$ cat config.mk
export PLATFORM = sky130hd
export DESIGN_NAME = cond_branch_unit
export DESIGN_NICKNAME = d
export VERILOG_FILES = /design/src/rtl/cbu_pkg.sv /design/src/rtl/cbu_cond_eval.sv /design/src/rtl/cbu_target_calc.sv /design/src/rtl/cbu_result_reg.sv /design/src/rtl/cond_branch_unit.sv
export SDC_FILE = /design/constraint.sdc
export NUM_CORES = 1
export LEC_CHECK = 0
export BUFFER_PORTS_ARGS = -buffer_cell sky130_fd_sc_hd__buf_2
export CORE_ASPECT_RATIO = 1.5
export CORE_UTILIZATION = 30
export CTS_BUF_LIST = sky130_fd_sc_hd__clkbuf_8
export CTS_CLUSTER_SIZE = 8
export DETAILED_ROUTE_END_ITERATION = 6
export PLACE_DENSITY = 0.59
export SYNTH_ARGS = -nofsm -noshare
export SYNTH_HDL_FRONTEND = slang
export SYNTH_HIERARCHICAL = 1
export SYNTH_SLANG_ARGS = --single-unit
export TNS_END_PERCENT = 1
$ cat constraint.sdc
create_clock -name clk -period 4.77 [get_ports clk]
set_input_delay 0.2385 -clock clk [delete_from_list [all_inputs] [get_ports clk]]
set_output_delay 0.2385 -clock clk [all_outputs]
set_load 0.1 [all_outputs]
$ cat src/rtl/cbu_pkg.sv
`timescale 1ns/1ps
package cbu_pkg;
   typedef enum logic [3:0] {
      CND_EQ = 4'h0, CND_NE = 4'h1, CND_CS = 4'h2, CND_CC = 4'h3,
      CND_MI = 4'h4, CND_PL = 4'h5, CND_VS = 4'h6, CND_VC = 4'h7,
      CND_HI = 4'h8, CND_LS = 4'h9, CND_GE = 4'hA, CND_LT = 4'hB,
      CND_GT = 4'hC, CND_LE = 4'hD, CND_AL = 4'hE, CND_NV = 4'hF
   } cond_e;

   typedef struct packed {
      logic n;
      logic z;
      logic c;
      logic v;
   } flags_t;

   localparam int INSTR_W   = 32;
   localparam int COND_MSB  = 31;
   localparam int COND_LSB  = 28;
   localparam logic [2:0] BR_GROUP = 3'b101;
   localparam int LINK_BIT  = 24;
endpackage

$ cat src/rtl/cbu_cond_eval.sv
`timescale 1ns/1ps
module cbu_cond_eval
   import cbu_pkg::*;
#(
   parameter int EVAL_STYLE = 1
) (
   input  logic [3:0] code,
   input  flags_t     flags,
   output logic       pass
);
   initial begin
      if (EVAL_STYLE != 0 && EVAL_STYLE != 1)
         $error("cbu_cond_eval: EVAL_STYLE must be 0 or 1");
   end

   generate
      if (EVAL_STYLE == 1) begin : g_paired
         // even code = base test, odd code = its inverse
         logic base;
         always_comb begin
            unique case (code[3:1])
               3'd0:    base = flags.z;
               3'd1:    base = flags.c;
               3'd2:    base = flags.n;
               3'd3:    base = flags.v;
               3'd4:    base = flags.c & ~flags.z;
               3'd5:    base = ~(flags.n ^ flags.v);
               3'd6:    base = ~flags.z & ~(flags.n ^ flags.v);
               default: base = 1'b1;
            endcase
         end
         assign pass = base ^ code[0];
      end else begin : g_table
         logic res;
         always_comb begin
            unique case (cond_e'(code))
               CND_EQ:  res = flags.z;
               CND_NE:  res = ~flags.z;
               CND_CS:  res = flags.c;
               CND_CC:  res = ~flags.c;
               CND_MI:  res = flags.n;
               CND_PL:  res = ~flags.n;
               CND_VS:  res = flags.v;
               CND_VC:  res = ~flags.v;
               CND_HI:  res = flags.c & ~flags.z;
               CND_LS:  res = ~flags.c | flags.z;
               CND_GE:  res = (flags.n == flags.v);
               CND_LT:  res = (flags.n != flags.v);
               CND_GT:  res = ~flags.z & (flags.n == flags.v);
               CND_LE:  res = flags.z | (flags.n != flags.v);
               CND_AL:  res = 1'b1;
               default: res = 1'b0;
            endcase
         end
         assign pass = res;
      end
   endgenerate
endmodule

$ cat src/rtl/cbu_target_calc.sv
`timescale 1ns/1ps
module cbu_target_calc #(
   parameter int ADDR_W    = 32,
   parameter int OFS_W     = 24,
   parameter int SCALE     = 2,
   parameter int PC_AHEAD  = 8,
   parameter int LINK_STEP = 4
) (
   input  logic [OFS_W-1:0]  ofs_field,
   input  logic [ADDR_W-1:0] base_addr,
   output logic [ADDR_W-1:0] target,
   output logic [ADDR_W-1:0] ret_addr
);
   localparam int EXT_W = ADDR_W - OFS_W - SCALE;

   initial begin
      if (EXT_W < 1)
         $error("cbu_target_calc: ADDR_W too small for OFS_W and SCALE");
      if (PC_AHEAD < 0 || LINK_STEP < 0)
         $error("cbu_target_calc: negative address step");
   end

   logic [ADDR_W-1:0] disp;
   logic [ADDR_W-1:0] ahead;

   generate
      if (SCALE > 0) begin : g_scaled
         assign disp = {{EXT_W{ofs_field[OFS_W-1]}}, ofs_field, {SCALE{1'b0}}};
      end else begin : g_unscaled
         assign disp = {{EXT_W{ofs_field[OFS_W-1]}}, ofs_field};
      end
   endgenerate

   assign ahead    = base_addr + ADDR_W'(PC_AHEAD);
   assign target   = ahead + disp;
   assign ret_addr = base_addr + ADDR_W'(LINK_STEP);
endmodule

$ cat src/rtl/cbu_result_reg.sv
`timescale 1ns/1ps
module cbu_result_reg #(
   parameter int ADDR_W = 32
) (
   input  logic              clk,
   input  logic              rst_n,
   input  logic              load,
   input  logic              link_req,
   input  logic [ADDR_W-1:0] tgt_in,
   input  logic [ADDR_W-1:0] link_in,
   output logic              tgt_valid,
   output logic [ADDR_W-1:0] tgt_addr,
   output logic              link_we,
   output logic [ADDR_W-1:0] link_addr
);
   always_ff @(posedge clk) begin
      if (!rst_n) begin
         tgt_valid <= 1'b0;
         link_we   <= 1'b0;
         tgt_addr  <= '0;
         link_addr <= '0;
      end else begin
         tgt_valid <= load;
         link_we   <= load & link_req;
         if (load) begin
            tgt_addr <= tgt_in;
         end
         if (load && link_req) begin
            link_addr <= link_in;
         end
      end
   end
endmodule

$ cat src/rtl/cond_branch_unit.sv
`timescale 1ns/1ps
module cond_branch_unit
   import cbu_pkg::*;
#(
   parameter int ADDR_W     = 32,
   parameter int OFS_W      = 24,
   parameter int SCALE      = 2,
   parameter int PC_AHEAD   = 8,
   parameter int LINK_STEP  = 4,
   parameter int EVAL_STYLE = 1
) (
   input  logic              clk,
   input  logic              rst_n,
   input  logic              instr_valid,
   input  logic [31:0]       instr,
   input  logic [ADDR_W-1:0] instr_addr,
   input  logic              flag_n,
   input  logic              flag_z,
   input  logic              flag_c,
   input  logic              flag_v,
   output logic              exec_en,
   output logic              br_taken,
   output logic              tgt_valid,
   output logic [ADDR_W-1:0] tgt_addr,
   output logic              link_we,
   output logic [ADDR_W-1:0] link_addr
);
   initial begin
      if (OFS_W > LINK_BIT)
         $error("cond_branch_unit: offset field overlaps link bit");
   end

   flags_t            flags;
   logic              cond_ok;
   logic              is_branch;
   logic [ADDR_W-1:0] tgt_comb;
   logic [ADDR_W-1:0] ret_comb;

   assign flags     = '{n: flag_n, z: flag_z, c: flag_c, v: flag_v};
   assign is_branch = (instr[27:25] == BR_GROUP);

   cbu_cond_eval #(.EVAL_STYLE(EVAL_STYLE)) u_cond (
      .code  (instr[COND_MSB:COND_LSB]),
      .flags (flags),
      .pass  (cond_ok)
   );

   cbu_target_calc #(
      .ADDR_W(ADDR_W), .OFS_W(OFS_W), .SCALE(SCALE),
      .PC_AHEAD(PC_AHEAD), .LINK_STEP(LINK_STEP)
   ) u_calc (
      .ofs_field (instr[OFS_W-1:0]),
      .base_addr (instr_addr),
      .target    (tgt_comb),
      .ret_addr  (ret_comb)
   );

   assign exec_en  = instr_valid & cond_ok;
   assign br_taken = exec_en & is_branch;

   cbu_result_reg #(.ADDR_W(ADDR_W)) u_res (
      .clk       (clk),
      .rst_n     (rst_n),
      .load      (br_taken),
      .link_req  (instr[LINK_BIT]),
      .tgt_in    (tgt_comb),
      .link_in   (ret_comb),
      .tgt_valid (tgt_valid),
      .tgt_addr  (tgt_addr),
      .link_we   (link_we),
      .link_addr (link_addr)
   );
endmodule

==> results_dict.tcl <==
set metrics [dict create \
    grt_max_degree 62 \
    grt_pass1_vias 4611 \
    postRouteWirelength_um 15000 \
    nets 852 \
    cts_max_level 3 \
    vias 4871 \
    ant_nets 0 \
    cts_tree "yes" \
    fin_worst_skew_ns 0 \
    start_util_pct 31.0 \
    die_y_um 164 \
    finalSetupTns_ns 0 \
    io_pins 139 \
    fmax_mhz 370 \
    power_density_nw_per_um2 255 \
    syn_to_final_growth_pct 16.5 \
    cts_setup_buffers 0 \
    drt_iter0_drc 290 \
    syn_inst 615 \
    synth-seq-cells 66 \
    arrival_ns 2.47 \
    postCtsHoldBufs 0 \
    maxCapViolations 0 \
    slew_viol_final 0 \
    antenna_found_initial 0 \
    wl_per_cell_um 16.1 \
    cts_buffers 9 \
    clock_latency_ns 0.35 \
    hpwlAfterDp_um 11600 \
    syn-mean-instance-area_um2 8.53 \
    rsz0062_at_grt "no" \
    synth.yosys.seq_area_share_pct 25.2 \
    grt_overflow 0 \
    synth-edff-count 0 \
    synth.area.top_cells "dfxtp_1 (25%), ha_1 (14%), mux2i_1 (6.1%)" \
    clkSinkCount 66 \
    finish.utilization_pct 36.1 \
    yosysWarningCount 6 \
    hold_depth 3 \
    nFillCells 1825 \
    die_w_um 110 \
    clk_path_buf_depth 2 \
    p_leak_nw 2.68 \
    fin_crit_ns 2.70 \
    cts-resized-gates 0 \
    synthesis.nets 745 \
    slew_headroom_pct 33.6 \
    rows 58 \
    core_um2 16900 \
    path_class "in -> out" \
    netlist_area_um2 5250 \
    hold_viol 0 \
    cts-root-buf "clkbuf_8" \
    drc_errors 0 \
    grtUsageTotal_pct 16.8 \
    firstDrtPassIters 5 \
    finalCritPeriodShare_pct 56.7 \
    clkTransAtPathRegs_ns 0.08 \
    finalSetupViolCount 0 \
    yosysTopAreaCell "dfxtp_1" \
    ys.flop_type "dfxtp_1" \
    reg2regPathDepth 2 \
    status "completed" \
    async_flop_share_pct 0 \
    peakVddDrop_mv 0.132 \
    portBuffers 138 \
    start_kind "primary input" \
    viasPerCell 5.20 \
    place_congestion 0.858 \
    path_max_fanout 24 \
    yosysTopAreaCellShare_pct 25.2 \
    end_kind "primary output" \
    diodes 0 \
    worst_slew_pin_slew_ns 0.996 \
    hold_class "in -> reg" \
    synth_cell_types 64 \
    die_area_um2 18000 \
    drive_gt1_share_pct 24.2 \
    cp.required_ns 4.53 \
    grt_pass1_wl_um 23200 \
]
-- power breakdown --
part	internal, mW	switching (mW)	total (mW)
Combinational	0.203	0.352	0.554
Sequential	0.559	0.00443	0.564
Clock	0.188	0.252	0.440
Total	0.949	0.608	1.56
-- layout by cell type (no fill, tap or decap), types with 4 or more instances in the layout --
| cell type | instances |
|---|---|
| a21o_1 | 13 |
| dfxtp_1 | 66 |
| xnor2_1 | 34 |
| clkbuf_8 | 9 |
| inv_1 | 13 |
| o21ai_1 | 17 |
| o211ai_1 | 4 |
| nand4_1 | 47 |
| mux2i_1 | 32 |
| nor2_1 | 22 |
| a21oi_1 | 29 |
| nand2_1 | 64 |
| ha_1 | 58 |
| nor2b_1 | 34 |
| o21a_1 | 5 |
| o21ai_0 | 24 |
| nand3_1 | 21 |
| nor3_1 | 4 |
| xor2_1 | 19 |
| clkinv_2 | 4 |
| buf_2 | 138 |
| o221ai_1 | 4 |
| a211o_1 | 4 |
| and3_1 | 8 |
-- through the flow --
step | hold WS, ns | instance area [um2] | cells | setup slack, ns | power [mW]
2_1_floorplan | 0.451 | 5250 | 615 | 1.51 | 1.00
3_3_place_gp | 0.433 | 5940 | 921 | 1.81 | 1.13
3_5_place_dp | 0.436 | 5940 | 921 | 1.75 | 1.13
4_1_cts | 0.127 | 6110 | 937 | 2.04 | 1.58
5_1_grt | 0.142 | 6110 | 937 | 1.91 | 1.65
6_report | 0.145 | 6110 | 937 | 2.07 | 1.56
-- critical path, stage by stage --
cell and delay [ns]:
buf_2 0.11, xnor2_1 0.21, nor3_1 0.08, o32a_2 0.39
xnor2_1 0.16, nand4_1 0.15, nor2_4 0.58, buf_2 0.55
-- worst paths after layout --
check	endpoint	slack, ns	from
setup / recovery	br_taken	2.07	flag_n
hold / removal	u_res/link_addr[0]	0.14	instr_addr[0]
setup reg to reg	u_res/link_addr[3]	4.06	u_res/link_addr[3]
hold reg to reg	u_res/link_addr[28]	0.45	u_res/link_addr[28]
-- routing by layer --
layer	global-route usage (%)	wire [um]
met1	20.2	6360
met2	28.8	7450
met3	3.57	888
met4	6.55	349
met5	0	0
-- logic make-up after synthesis --
group           after synthesis  share of synthesized area, %
buf+inv                      57                          6.49
xor+xnor                     53                          8.85
simple gates                221                          22.6
flops                        66                          25.2
compound gates              126                          16.1
mux                          33                          6.54
fa+ha+maj                    59                          14.2
-- Yosys cell counts, drive strengths merged (16+ instances only) --
cell type	number
dfxtp	66
nand2	64
ha	58
nand4	47
o21ai	42
nor2b	34
xnor2	34
mux2i	32
a21oi	30
buf	28
nor2	24
nand3	21
xor2	19
clkbuf	16
-- state kept, by name, indices dropped and copies added, names as in the netlist --
name and count:
u_res/link_addr 32, u_res/tgt_addr 32, u_res/tgt_valid 1, u_res/link_we 1
-- final cells by class --
class / instances / area, um2 / area share (%)
clock inverters: 7 / 45.0 / 0.737
inverters: 13 / 48.8 / 0.799
flip-flops and latches: 66 / 1320 / 21.6
repair buffers: 140 / 718 / 11.8
multi-input cells: 492 / 3590 / 58.8
well taps: 210 / 263 / 4.30
clock buffers: 9 / 124 / 2.03
No activity file was read; power rests on OpenSTA's default activity.
